$ cat src/rtl/i2c_master_pkg.sv
package i2c_master_pkg;
  typedef enum logic [2:0] {
    ST_IDLE, ST_START, ST_HOLD, ST_BIT, ST_WAIT, ST_STOP
  } mst_state_e;
  localparam int unsigned BYTE_BITS = 8;
endpackage

$ cat src/rtl/i2c_phase_timer.sv
module i2c_phase_timer #(
  parameter int unsigned DIV_W = 8
) (
  input  logic             clk_i,
  input  logic             rst_ni,
  input  logic             run_i,
  input  logic             stall_i,
  input  logic [DIV_W-1:0] div_i,
  output logic             tick_o
);
  logic [DIV_W-1:0] cnt_q;
  logic             at_end;

  assign at_end = (cnt_q >= div_i);
  assign tick_o = run_i && !stall_i && at_end;

  always_ff @(posedge clk_i or negedge rst_ni) begin
    if (!rst_ni)          cnt_q <= '0;
    else if (!run_i)      cnt_q <= '0;
    else if (stall_i)     cnt_q <= cnt_q;
    else if (at_end)      cnt_q <= '0;
    else                  cnt_q <= cnt_q + 1'b1;
  end

  AST_IDLE_NO_TICK: assert property (@(posedge clk_i) disable iff (!rst_ni)
    !run_i |=> (cnt_q == '0)) else $error("timer not cleared");
endmodule

$ cat src/rtl/i2c_shift_reg.sv
module i2c_shift_reg #(
  parameter int unsigned W = 8
) (
  input  logic         clk_i,
  input  logic         rst_ni,
  input  logic         load_i,
  input  logic [W-1:0] data_i,
  input  logic         shift_i,
  input  logic         bit_i,
  output logic [W-1:0] q_o,
  output logic         msb_o
);
  logic [W-1:0] sr_q;

  always_ff @(posedge clk_i or negedge rst_ni) begin
    if (!rst_ni)      sr_q <= '0;
    else if (load_i)  sr_q <= data_i;
    else if (shift_i) sr_q <= {sr_q[W-2:0], bit_i};
  end

  assign q_o   = sr_q;
  assign msb_o = sr_q[W-1];
endmodule

$ cat src/rtl/i2c_byte_master.sv
module i2c_byte_master
  import i2c_master_pkg::*;
#(
  parameter int unsigned DIV_W = 8
) (
  input  logic             clk_i,
  input  logic             rst_ni,
  input  logic [DIV_W-1:0] div_i,
  input  logic             start_i,
  input  logic             stop_i,
  input  logic             wr_i,
  input  logic             rd_i,
  input  logic [7:0]       tx_data_i,
  input  logic             ack_lvl_i,
  input  logic             wait_en_i,
  input  logic             irq_clr_i,
  input  logic             scl_i,
  input  logic             sda_i,
  output logic             scl_pull_o,
  output logic             sda_pull_o,
  output logic [7:0]       rx_data_o,
  output logic             ack_o,
  output logic             irq_o,
  output logic             arb_lost_o,
  output logic             busy_o
);
  localparam int unsigned IDX_W = $clog2(BYTE_BITS + 1);
  localparam logic [IDX_W-1:0] LAST_DATA = IDX_W'(BYTE_BITS - 1);
  localparam logic [IDX_W-1:0] ACK_IDX   = IDX_W'(BYTE_BITS);

  mst_state_e       st_q;
  logic [1:0]       ph_q;
  logic [IDX_W-1:0] idx_q;
  logic             rx_q, ackl_q, from_hold_q, smp_q, ack_q, irq_q, arb_q;
  logic             run, stall, tick, data_bit, sr_msb, arb_cond, irq_set;
  logic             load_tx, shift_en;

  assign run      = (st_q == ST_START) || (st_q == ST_BIT) || (st_q == ST_STOP);
  assign stall    = !scl_pull_o && !scl_i;
  assign data_bit = (idx_q < ACK_IDX);
  assign arb_cond = data_bit && !rx_q && sr_msb && !sda_i;
  assign load_tx  = (st_q == ST_HOLD) && !start_i && !stop_i && wr_i;
  assign shift_en = tick && (st_q == ST_BIT) && (ph_q == 2'd3) && data_bit;

  i2c_phase_timer #(.DIV_W(DIV_W)) i_timer (
    .clk_i, .rst_ni, .run_i(run), .stall_i(stall), .div_i, .tick_o(tick)
  );

  i2c_shift_reg #(.W(BYTE_BITS)) i_shift (
    .clk_i, .rst_ni, .load_i(load_tx), .data_i(tx_data_i),
    .shift_i(shift_en), .bit_i(smp_q), .q_o(rx_data_o), .msb_o(sr_msb)
  );

  always_comb begin
    irq_set = 1'b0;
    if (tick) begin
      if (st_q == ST_START && ph_q == 2'd3) irq_set = 1'b1;
      if (st_q == ST_BIT && ph_q == 2'd2 && arb_cond) irq_set = 1'b1;
      if (st_q == ST_BIT && ph_q == 2'd3 &&
          (!data_bit || (idx_q == LAST_DATA && wait_en_i))) irq_set = 1'b1;
    end
  end

  always_comb begin
    scl_pull_o = 1'b0;
    sda_pull_o = 1'b0;
    unique case (st_q)
      ST_HOLD, ST_WAIT: scl_pull_o = 1'b1;
      ST_START: begin
        scl_pull_o = (ph_q == 2'd3) || (ph_q == 2'd0 && from_hold_q);
        sda_pull_o = ph_q[1];
      end
      ST_STOP: begin
        scl_pull_o = (ph_q == 2'd0);
        sda_pull_o = !ph_q[1];
      end
      ST_BIT: begin
        scl_pull_o = !ph_q[1];
        if (data_bit) sda_pull_o = !rx_q && !sr_msb;
        else          sda_pull_o = rx_q && !ackl_q;
      end
      default: ;
    endcase
  end

  always_ff @(posedge clk_i or negedge rst_ni) begin
    if (!rst_ni) begin
      st_q <= ST_IDLE; ph_q <= '0; idx_q <= '0;
      rx_q <= 1'b0; ackl_q <= 1'b0; from_hold_q <= 1'b0; smp_q <= 1'b0;
      ack_q <= 1'b0; irq_q <= 1'b0; arb_q <= 1'b0;
    end else begin
      if (irq_set)        irq_q <= 1'b1;
      else if (irq_clr_i) irq_q <= 1'b0;
      unique case (st_q)
        ST_IDLE: if (start_i) begin
          st_q <= ST_START; ph_q <= '0; from_hold_q <= 1'b0; arb_q <= 1'b0;
        end
        ST_HOLD: begin
          if (start_i) begin
            st_q <= ST_START; ph_q <= '0; from_hold_q <= 1'b1; arb_q <= 1'b0;
          end else if (stop_i) begin
            st_q <= ST_STOP; ph_q <= '0;
          end else if (wr_i || rd_i) begin
            st_q <= ST_BIT; ph_q <= '0; idx_q <= '0;
            rx_q <= !wr_i; ackl_q <= ack_lvl_i;
          end
        end
        ST_WAIT: if (irq_clr_i) begin
          st_q <= ST_BIT; ph_q <= '0;
        end
        ST_START: if (tick) begin
          if (ph_q == 2'd3) st_q <= ST_HOLD;
          else              ph_q <= ph_q + 2'd1;
        end
        ST_STOP: if (tick) begin
          if (ph_q == 2'd3) st_q <= ST_IDLE;
          else              ph_q <= ph_q + 2'd1;
        end
        ST_BIT: if (tick) begin
          if (ph_q == 2'd2) begin
            smp_q <= sda_i;
            if (arb_cond) begin
              st_q <= ST_IDLE; arb_q <= 1'b1;
            end else if (!data_bit && !rx_q) begin
              ack_q <= sda_i;
            end
            ph_q <= 2'd3;
          end else if (ph_q == 2'd3) begin
            ph_q <= '0;
            if (data_bit) begin
              idx_q <= idx_q + 1'b1;
              if (idx_q == LAST_DATA && wait_en_i) st_q <= ST_WAIT;
            end else begin
              st_q <= ST_HOLD;
            end
          end else begin
            ph_q <= ph_q + 2'd1;
          end
        end
        default: st_q <= ST_IDLE;
      endcase
    end
  end

  assign ack_o      = ack_q;
  assign irq_o      = irq_q;
  assign arb_lost_o = arb_q;
  assign busy_o     = run;

  AST_SDA_STEADY_SCL_HIGH: assert property (@(posedge clk_i) disable iff (!rst_ni)
    (st_q == ST_BIT && $past(st_q == ST_BIT) && !scl_pull_o && $past(!scl_pull_o))
      |-> $stable(sda_pull_o)) else $error("sda moved with scl high");
  AST_STALL_FREEZES: assert property (@(posedge clk_i) disable iff (!rst_ni)
    (run && !scl_pull_o && !scl_i) |=> ($stable(ph_q) && $stable(st_q)))
    else $error("phase advanced while stretched");
  AST_WAIT_EXIT: assert property (@(posedge clk_i) disable iff (!rst_ni)
    ($past(st_q == ST_WAIT) && st_q != ST_WAIT) |-> $past(irq_clr_i))
    else $error("wait left without clear");
  AST_IRQ_CLEAR: assert property (@(posedge clk_i) disable iff (!rst_ni)
    (irq_clr_i && !tick) |=> !irq_o) else $error("irq not cleared");
  AST_ARB_RELEASE: assert property (@(posedge clk_i) disable iff (!rst_ni)
    $rose(arb_lost_o) |-> (!scl_pull_o && !sda_pull_o))
    else $error("lines held after arbitration loss");
  AST_IDLE_WAITS: assert property (@(posedge clk_i) disable iff (!rst_ni)
    (st_q == ST_IDLE && !start_i) |=> (st_q == ST_IDLE))
    else $error("idle left without start");
endmodule

$ cat config.mk
export PLATFORM = sky130hd
export DESIGN_NAME = i2c_byte_master
export DESIGN_NICKNAME = d
export VERILOG_FILES = /design/src/rtl/i2c_master_pkg.sv /design/src/rtl/i2c_phase_timer.sv /design/src/rtl/i2c_shift_reg.sv /design/src/rtl/i2c_byte_master.sv
export SDC_FILE = /design/constraint.sdc
export NUM_CORES = 1
export LEC_CHECK = 0
export ABC_CLOCK_PERIOD_IN_PS = 2800
export CAP_MARGIN = 30
export CORE_UTILIZATION = 53
export DETAILED_ROUTE_END_ITERATION = 8
export HOLD_SLACK_MARGIN = 0.02
export PLACE_DENSITY_LB_ADDON = 0.12
export SYNTH_ARGS = -nofsm -noshare
export SYNTH_HDL_FRONTEND = slang
export SYNTH_SLANG_ARGS = --single-unit
$ cat constraint.sdc
create_clock -name clk_i -period 2.8 [get_ports clk_i]
set_input_delay 0.42 -clock clk_i [delete_from_list [all_inputs] [get_ports clk_i]]
set_output_delay 0.42 -clock clk_i [all_outputs]
set_load 0.02 [all_outputs]
## After elaboration in Yosys (flattened, before gate mapping)

Index checks and enable logic that the tools add are counted.

| storage, ports and cells | value |
|---|---|
| flip-flop bits (word level) | 32 |
| bits of input ports | 27 |
| output and inout port bits | 14 |
| logic and storage cells | 166 |

| operators by class | value |
|---|---|
| add/subtract/negate cells | 3 |
| order comparisons | 2 |
| eq/ne operators | 32 |
| muxes and demuxes | 56 |
| bitwise operators | 3 |
| reductions and logical operators | 58 |

Operators with widths:

| cell | count |
|---|---|
| two-way mux 3 bit | 15 |
| two-way mux 8 bit | 5 |
| two-way mux 4 bit | 7 |
| != test 2 bit, second input constant | 13 |
| logical AND 1 bit | 22 |
| two-way mux 2 bit | 10 |
| case mux 3 bit (6 select lines) | 1 |
| != test 2 x 1 -> 1 bit, second input constant | 7 |
| zero test 1 bit | 12 |
| two-way mux 1 bit | 12 |
| AND reduction 11 bit | 1 |
| case mux 2 bit (5 select lines) | 1 |
| AND reduction 5 bit | 2 |
| nonzero test 2 bit | 5 |
| adder 8 x 1 -> 8 bit, second input constant | 1 |
| >= comparator 8 bit | 1 |
| case mux 4 bit (2 select lines) | 1 |
| AND reduction 8 bit | 1 |
| AND reduction 7 bit | 1 |
| equality test 3 x 2 -> 1 bit, second input constant | 2 |
| equality test 3 bit, second input constant | 2 |
| AND reduction 3 bit | 2 |
| OR reduction 2 bit | 3 |
| logical OR 1 bit | 5 |
| 18 further kinds | 22 |

## Longest topological paths before layout

Gate-level depths: netlist (run 1).

| logic depth | value |
|---|---|
| depth after elaboration | 14 |
| depth in mapped cells | 8 |
| depth with buffers taken out | 7 |

## By module

Synthesis (run 1) repeated with hierarchy kept, for this count alone.

| unflattened totals | value |
|---|---|
| cell total of the unflattened synthesis | 235 |
| area, all modules | 2180.8 µm² |

Modules (own cells, without submodules):

| module | instances | cells an instance | area an instance (µm²) | sequential area each (µm²) |
|---|---|---|---|---|
| i2c_byte_master | 1 | 120 | 1087.3 | 400.4 |
| i2c_phase_timer | 1 | 80 | 713.2 | 200.2 |
| i2c_shift_reg | 1 | 35 | 380.4 | 200.2 |

## Worst setup path before layout (run 1)

Ideal clock, no wire load.

| timing path | value |
|---|---|
| kind | reg-to-reg |
| start | reg i_timer.cnt_q[0] |
| end | reg smp_q |
| data arrival time | 1.996 ns |
| path slack | 0.676 ns |
| stages on the path, launching flop included | 9 |
| path buffers | 1 |
| period minus slack after synthesis | 2.124 ns |
| cells stage by stage | dfrtp_1 -> inv_1 -> ha_1 -> nand2b_1 -> a2111oi_4 -> o21ai_1 -> buf_2 -> nand4_1 -> mux2_1 |

| between the ends | value |
|---|---|
| longest elaborated chain between the ends | 3 |

RTL lines:

| element | RTL line | RTL |
|---|---|---|
| start: declaration | i2c_phase_timer.sv:11 | `logic [DIV_W-1:0] cnt_q;` |
| start signal: assignment | i2c_phase_timer.sv:20 | `else if (stall_i) cnt_q <= cnt_q;` |
| start signal: assignment | i2c_phase_timer.sv:22 | `else cnt_q <= cnt_q + 1'b1;` |
| >= comparator 8 bit | i2c_phase_timer.sv:14 | `assign at_end = (cnt_q >= div_i);` |
| logical AND 1 bit | i2c_phase_timer.sv:15 | `assign tick_o = run_i && !stall_i && at_end;` |
| AND reduction 3 bit (no line) | n/a |  |
| end signal: assignment | i2c_byte_master.sv:121 | `smp_q <= sda_i;` |
| end: declaration | i2c_byte_master.sv:34 | `logic rx_q, ackl_q, from_hold_q, smp_q, ack_q, irq_q, arb_q;` |

No other way between the ends.
A chain may end at the register's enable or synchronous reset.

## Final worst setup path (run 1)

| timing path | value |
|---|---|
| start | reg ph_q[1] |
| end | out scl_pull_o |

| between the ends | value |
|---|---|
| longest elaborated chain between the ends | 4 |

RTL lines:

| element | RTL line | RTL |
|---|---|---|
| start: declaration | i2c_byte_master.sv:32 | `logic [1:0] ph_q;` |
| start signal: assignment | i2c_byte_master.sv:113 | `else ph_q <= ph_q + 2'd1;` |
| start signal: assignment | i2c_byte_master.sv:117 | `else ph_q <= ph_q + 2'd1;` |
| start signal: assignment | i2c_byte_master.sv:137 | `ph_q <= ph_q + 2'd1;` |
| zero test 2 bit | i2c_byte_master.sv:70, i2c_byte_master.sv:74 |  |
| logical AND 1 bit | i2c_byte_master.sv:70 | `scl_pull_o = (ph_q == 2'd3) \|\| (ph_q == 2'd0 && from_hold_q);` |
| logical OR 1 bit | i2c_byte_master.sv:70 |  |
| case mux 1 bit (4 select lines) * | i2c_byte_master.sv:67 | `unique case (st_q)` |
| end: declaration | i2c_byte_master.sv:19 | `output logic scl_pull_o,` |

Mark *: on every way between the ends. The rest lies on a longest branch, timed or not.

==> results of run 1 <==
## sequential cells by signal, summed over array words and instances (netlist names)
name           cells
i_shift.q_o        8
i_timer.cnt_q      8
idx_q              4
st_q               3
ph_q               2
ack_o              1
ackl_q             1
arb_lost_o         1
from_hold_q        1
irq_o              1
rx_q               1
smp_q              1
## final timing paths
kind | endpoint | slack (ns) | cells past startpoint | start
max | scl_pull_o | 0.11 | 6 | ph_q[1]
min | ack_o | 0.51 | 1 | ack_o
max reg2reg | i_shift.q_o[4] | 0.47 | 7 | ph_q[0]
min reg2reg | ack_o | 0.51 | 1 | ack_o
max in group asynchronous | st_q[1] | 1.93 | 2 | rst_ni
min in group asynchronous | i_timer.cnt_q[7] | 0.52 | 2 | rst_ni
## metrics by stage
step / hold WS, ns / cell area [µm²] / instances
6_report: 0.506 / 2840 / 342
4_1_cts: 0.501 / 2830 / 342
3_3_place_gp: 0.467 / 2730 / 334
5_1_grt: 0.524 / 2840 / 342
2_1_floorplan: 0.124 / 2250 / 247
3_5_place_dp: 0.485 / 2730 / 334
## cells by family after synthesis
logic type               Yosys count  share of synthesized area
buffers and inverters             28                     0.0522
flip-flops                        32                      0.355
AO/OA/AOI/OAI                     71                      0.255
multiplexers                       4                     0.0194
adder cells (fa/ha/maj)           13                     0.0722
AND/OR/NAND/NOR                   95                      0.230
XOR/XNOR                           4                     0.0155
## cells in the final DEF, fill, tap and decap left out, types with 4 or more instances in the layout
cell             netlist  layout
clkdlybuf4s50_1        0      40
buf_4                  1       9
o221a_1                8       8
a31oi_1               11      11
nand2_1               23      23
clkbuf_8               0       5
o211ai_1               5       5
nand3_1                8       8
ha_1                  13      12
a21oi_1                5       5
dfrtp_1               32      30
nor2b_1                4       4
nor2_1                14      14
nand2b_1              12      12
and3_1                 4       4
o21ai_0                9       9
nand4_1                5       5
inv_1                 15      15
or3_1                  4       4
## worst reg2reg max path: cells and delay by family, from the launching register on
kind,cells,cell delay [ns]
AND/OR/NAND/NOR,2,0.59
buffers and inverters,1,0.11
flip-flops,1,0.40
AO/OA/AOI/OAI,3,0.90
adder cells (fa/ha/maj),1,0.20
## repair_timing
item                       4_1_cts  5_1_grt
resized for setup                0        3
hold buffers                     0        0
hold endpoints to repair         0        0
setup endpoints to repair        0        2
## power by group through the flow
| stage | Combinational (mW) | Sequential, mW | Clock, mW |
|---|---|---|---|
| after global routing | 1.39 | 0.785 | 0.471 |
| after floorplan | 0.850 | 0.743 | 0 |
| final | 1.27 | 0.760 | 0.443 |
| after detailed placement | 1.25 | 0.759 | 0 |
| after CTS | 1.26 | 0.755 | 0.452 |
| after global placement | 1.23 | 0.760 | 0 |
## area by class of cell
class	instances	share of cell area
multi-input combinational	187	0.471
sequential	32	0.283
timing repair buffer	49	0.165
clock buffer	6	0.0256
tap	50	0.0220
inverter	16	0.0212
clock inverter	2	0.0123
## metal layers
| layer | track usage | vias to the layer above | wire length (µm) |
|---|---|---|---|
| li1 | - | 1008 | - |
| met1 | 0.382 | 1013 | 2560 |
| met2 | 0.415 | 68 | 2570 |
| met3 | 0.0591 | 10 | 315 |
| met4 | 0.106 | 0 | 106 |
| met5 | 0 | - | 0 |
==> results.cfg, run 1 <==
[worst_setup_path]
crit_chain = inv_1 > ha_1 > nor2b_1 > a221oi_4 > nand2_1 > clkdlybuf4s50_1
critPathLaunchType = flip-flop
critPathSlowestCell = clkdlybuf4s50_1
crit_family = buffers and inverters
cp.required_ns = 2.38
end_kind = output port
slowest_delay_ns = 0.55
crit_buf_inv = 2
critPathMaxFanout = 7
crit_type = flip-flop to output port
cp.arrival_ns = 2.27

[final_layout]
layout-drive-gt1-share = 0.103
fin_util = 0.705
seqCellArea_um2 = 803
multi_input_area_um2 = 1340
nets = 331
insertedDiodeCount = 0
fill_cells = 320
area_growth_pct = 26.0

[power_and_ir_drop]
powerDensity_nw_per_um2 = 872
p_leak_nw = 1.22
internal_power_mw = 1.43
seq_power_share = 0.307
power.switching_mw = 1.04
ir_worst_vdd_uv = 538
clkPwrFrac = 0.179
p_sw_frac = 0.420
power.total_mw = 2.47
power_frac_comb = 0.514

[status]
status = finished, final reports clean

[floorplanning]
rows = 23
dieWidth_um = 67.2
io_pins = 41
start_util = 0.559
die_area_um2 = 4520
fp.coreArea_um2 = 4030
dieHeight_um = 67.2

[clock_network]
cts_tree = yes
cts_buffer_depth = 2
cts-root-buf = clkbuf_8
path_clk_slew_ns = 0.07
htreeDepth = 2
cts_setup_buffers = 0
clk_latency_ns = 0.29
cts_sinks = 32
cts_made_buffers = 5

[yosys]
synthTopCellsByCount = 32 x dfrtp_1, 23 x nand2_1, 15 x inv_1
synth_area_leaders = dfrtp_1 36%, ha_1 7.2%, o221a_1 4.0%
netlist_instances = 247
yosys.cell_count.top_type = dfrtp_1
syn_avg_cell_area_um2 = 9.12
synth-seq-area-share = 0.355
synth-edff-count = 0
synth_ff_type = dfrtp_1
synth_top_cell_area_share = 0.355
yosysUniqueCellTypes = 60
synthArstFlopShare = 1.00
syn_nets = 287
yosysTopAreaCell = dfrtp_1
ys_ff_latch = 32
synth_warnings = 0
syn_area_um2 = 2250

[timing]
maxSlewHeadroom = 0.503
timing.fmax_ghz = 0.372
finalCritPeriodShare = 0.961
hold_viol = 0
final.setup.tns_ns = 0
setup_ws_ns = 0.110
worst_slew_pin_slew_ns = 0.738
rsz0062_at_grt = false
final-setup-viol-count = 0
slew_violations = 0
skew_ns = 0.0144
finalCriticalPeriod_ns = 2.69

[flow_run]
max-cap-violations = 0

[global_route]
antenna_found_initial = 0
grt_pass1_vias = 1963
grt_pass1_wl_um = 9150
grt_util_all_layers = 0.275
overflow = 0
grt_max_degree = 33

[drt]
viasPerCell = 6.14
dr.pass1.iters = 4
routed_wl_um = 5550
route.detailed.drc = 0
wire_per_inst_um = 16.2
num_vias = 2099
ant_nets = 0
first_iter_violations = 150

[worst_hold_path]
hp-class = flip-flop to flip-flop

[placed_design]
portBuffers = 40
place_ws_ns = 0.139
gp_congestion = 0.944
hpwl_um = 4000
(Power assumes the default switching activity.)
==> run 2: changes to the inputs <==
--- a/config.mk
+++ b/config.mk
@@ -7,7 +7,10 @@
 export LEC_CHECK = 0
 export ABC_CLOCK_PERIOD_IN_PS = 2800
 export CAP_MARGIN = 30
-export CORE_UTILIZATION = 53
+export CELL_PAD_IN_SITES_DETAIL_PLACEMENT = 1
+export CELL_PAD_IN_SITES_GLOBAL_PLACEMENT = 2
+export CORE_UTILIZATION = 32
+export CTS_CLUSTER_DIAMETER = 80
 export DETAILED_ROUTE_END_ITERATION = 8
 export HOLD_SLACK_MARGIN = 0.02
 export PLACE_DENSITY_LB_ADDON = 0.12
==> run 2 against run 1 <==
  * Clock power shrank 15%
  * Register-to-register slack lost 0.29 ns
  * Combinational power increased by 6%
  * Clock skew is 0.0018 ns lower
  * Final cell count rose by 15%
  * First-iteration DRC count fell by 30%
  * Non-clock buffer count rose by 4
  * Maximum frequency is 2.8% higher
  * Clock-buffer cell count rose by 2
  * Sequential cell count is the same
  * Critical endpoint is now i_shift.q_o[2]
==> results.cfg, run 2 (synthesis gave the netlist of run 1 again) <==
[status]
status = finished, final reports clean

[drt]
first_iter_violations = 105
highest_layer = met4
route.detailed.drc = 0
wire_per_inst_um = 16.8
dr.pass1.iters = 6
viasPerCell = 5.28
met3_wirelength_um = 185
num_vias = 2070
wl_met2_um = 2940
ant_nets = 0
drt-met1-wl_um = 3390
routed_wl_um = 6580

[final_layout]
insertedDiodeCount = 0
area_growth_pct = 29.4
layout_commonest_cell = clkdlybuf4s50_1
nets = 335
layout-drive-gt1-share = 0.101
layout_common_cells = 40 x clkdlybuf4s50_1, 32 x dfrtp_1, 23 x nand2_1

[timing]
maxSlewHeadroom = 0.656
slew_violations = 0
timing.hold.ws_ns = 0.491
setup_ws_ns = 0.183
timing.fmax_ghz = 0.382
final.setup.tns_ns = 0
skew_ns = 0.0125
hold_viol = 0
final-setup-viol-count = 0
finalCritPeriodShare = 0.935
finalCriticalPeriod_ns = 2.62
worst_slew_pin_slew_ns = 0.513
rsz0062_at_grt = false

[power_and_ir_drop]
ir_worst_vdd_uv = 346
power.total_mw = 2.47
powerDensity_nw_per_um2 = 846
p_leak_nw = 1.24

[clock_network]
cts_setup_buffers = 0
cts_made_buffers = 5
cts_resized = 0
cts-root-buf = clkbuf_8
postCtsHoldBufs = 0
cts_buffer_depth = 2
clk_latency_ns = 0.28
htreeDepth = 2
cts_tree = yes
path_clk_slew_ns = 0.08
cts_sinks = 32

[floorplanning]
dieWidth_um = 85.9
dieHeight_um = 85.9
start_util = 0.332
io_pins = 41
rows = 30
die_area_um2 = 7380
fp.coreArea_um2 = 6790

[placed_design]
place_ws_ns = 0.0726
portBuffers = 40
gp_congestion = 0.834
hpwl_um = 4960

[worst_setup_path]
slowest_delay_ns = 0.50
r2r_start = ph_q[1]
cp.required_ns = 2.96
critPathSlowestCell = dfrtp_1
endpoint = i_shift.q_o[2]
worstReg2RegEnd = i_shift.q_o[2]
crit_chain = ha_1 > and4bb_1 > a221oi_4 > buf_4 > a21boi_2 > nand3_1 > o221a_1
cp.arrival_ns = 2.78
worstRegToRegCells = 7
cp-startpoint = ph_q[1]
critPathMaxFanout = 9
crit_type = flip-flop to flip-flop
critPathLaunchType = flip-flop
reg2reg_slack_ns = 0.18
end_kind = flip-flop

[global_route]
overflow = 0
grt_max_degree = 33
grt_util_all_layers = 0.196
grt_pass1_vias = 2172
grt_pass1_wl_um = 11100
antenna_found_initial = 0

[flow_run]
max-cap-violations = 0

[worst_hold_path]
min_from = from_hold_q
hp-class = flip-flop to flip-flop
## run 2: layout make-up
| cell class | instances | area (µm²) |
|---|---|---|
| clock buffers | 8 | 90.1 |
| flip-flops and latches | 32 | 801 |
| multi-input cells | 187 | 1340 |
| fillers | 807 | 3880 |
| well taps | 96 | 120 |
| repair buffers | 53 | 510 |
| inverters | 16 | 60.1 |
## run 2: through the flow
stage	utilization	std cells	area (µm²)
2_1_floorplan	-	247	2250
3_3_place_gp	0.415	383	2820
3_5_place_dp	0.415	383	2820
4_1_cts	0.428	391	2910
5_1_grt	0.429	392	2920
6_report	0.429	392	2920
## run 2: report_power, final
| group | internal [mW] | total, mW | leakage (nW) | switching, mW |
|---|---|---|---|---|
| logic | 0.614 | 1.35 | 0.775 | 0.735 |
| clock network | 0.201 | 0.377 | 0.0455 | 0.177 |
| registers | 0.585 | 0.741 | 0.416 | 0.156 |
## run 2: how the worst min path moves through the flow
stage / endpoint / slack (ns) / cells after the start
5_1_grt: ack_o / 0.51 / 1
2_1_floorplan: ack_o / 0.12 / 0
3_5_place_dp: from_hold_q / 0.48 / 2
6_report: from_hold_q / 0.49 / 2
3_3_place_gp: from_hold_q / 0.47 / 2
4_1_cts: from_hold_q / 0.49 / 2
## run 2: layer usage
metal | track usage | vias up
li1 | - | 1017
met5 | 0 | -
met3 | 0.0327 | 6
met4 | 0.0545 | 0
met1 | 0.285 | 1007
met2 | 0.298 | 40
## run 2: worst max-delay path: cells and delay by family, from the launching register on
kind	cells	cell delay, ns
AOI/OAI and AO/OA	3	0.76
and+or+nand+nor	2	0.65
DFF	1	0.50
adders and majority gates	1	0.40
buffers and inverters	1	0.18
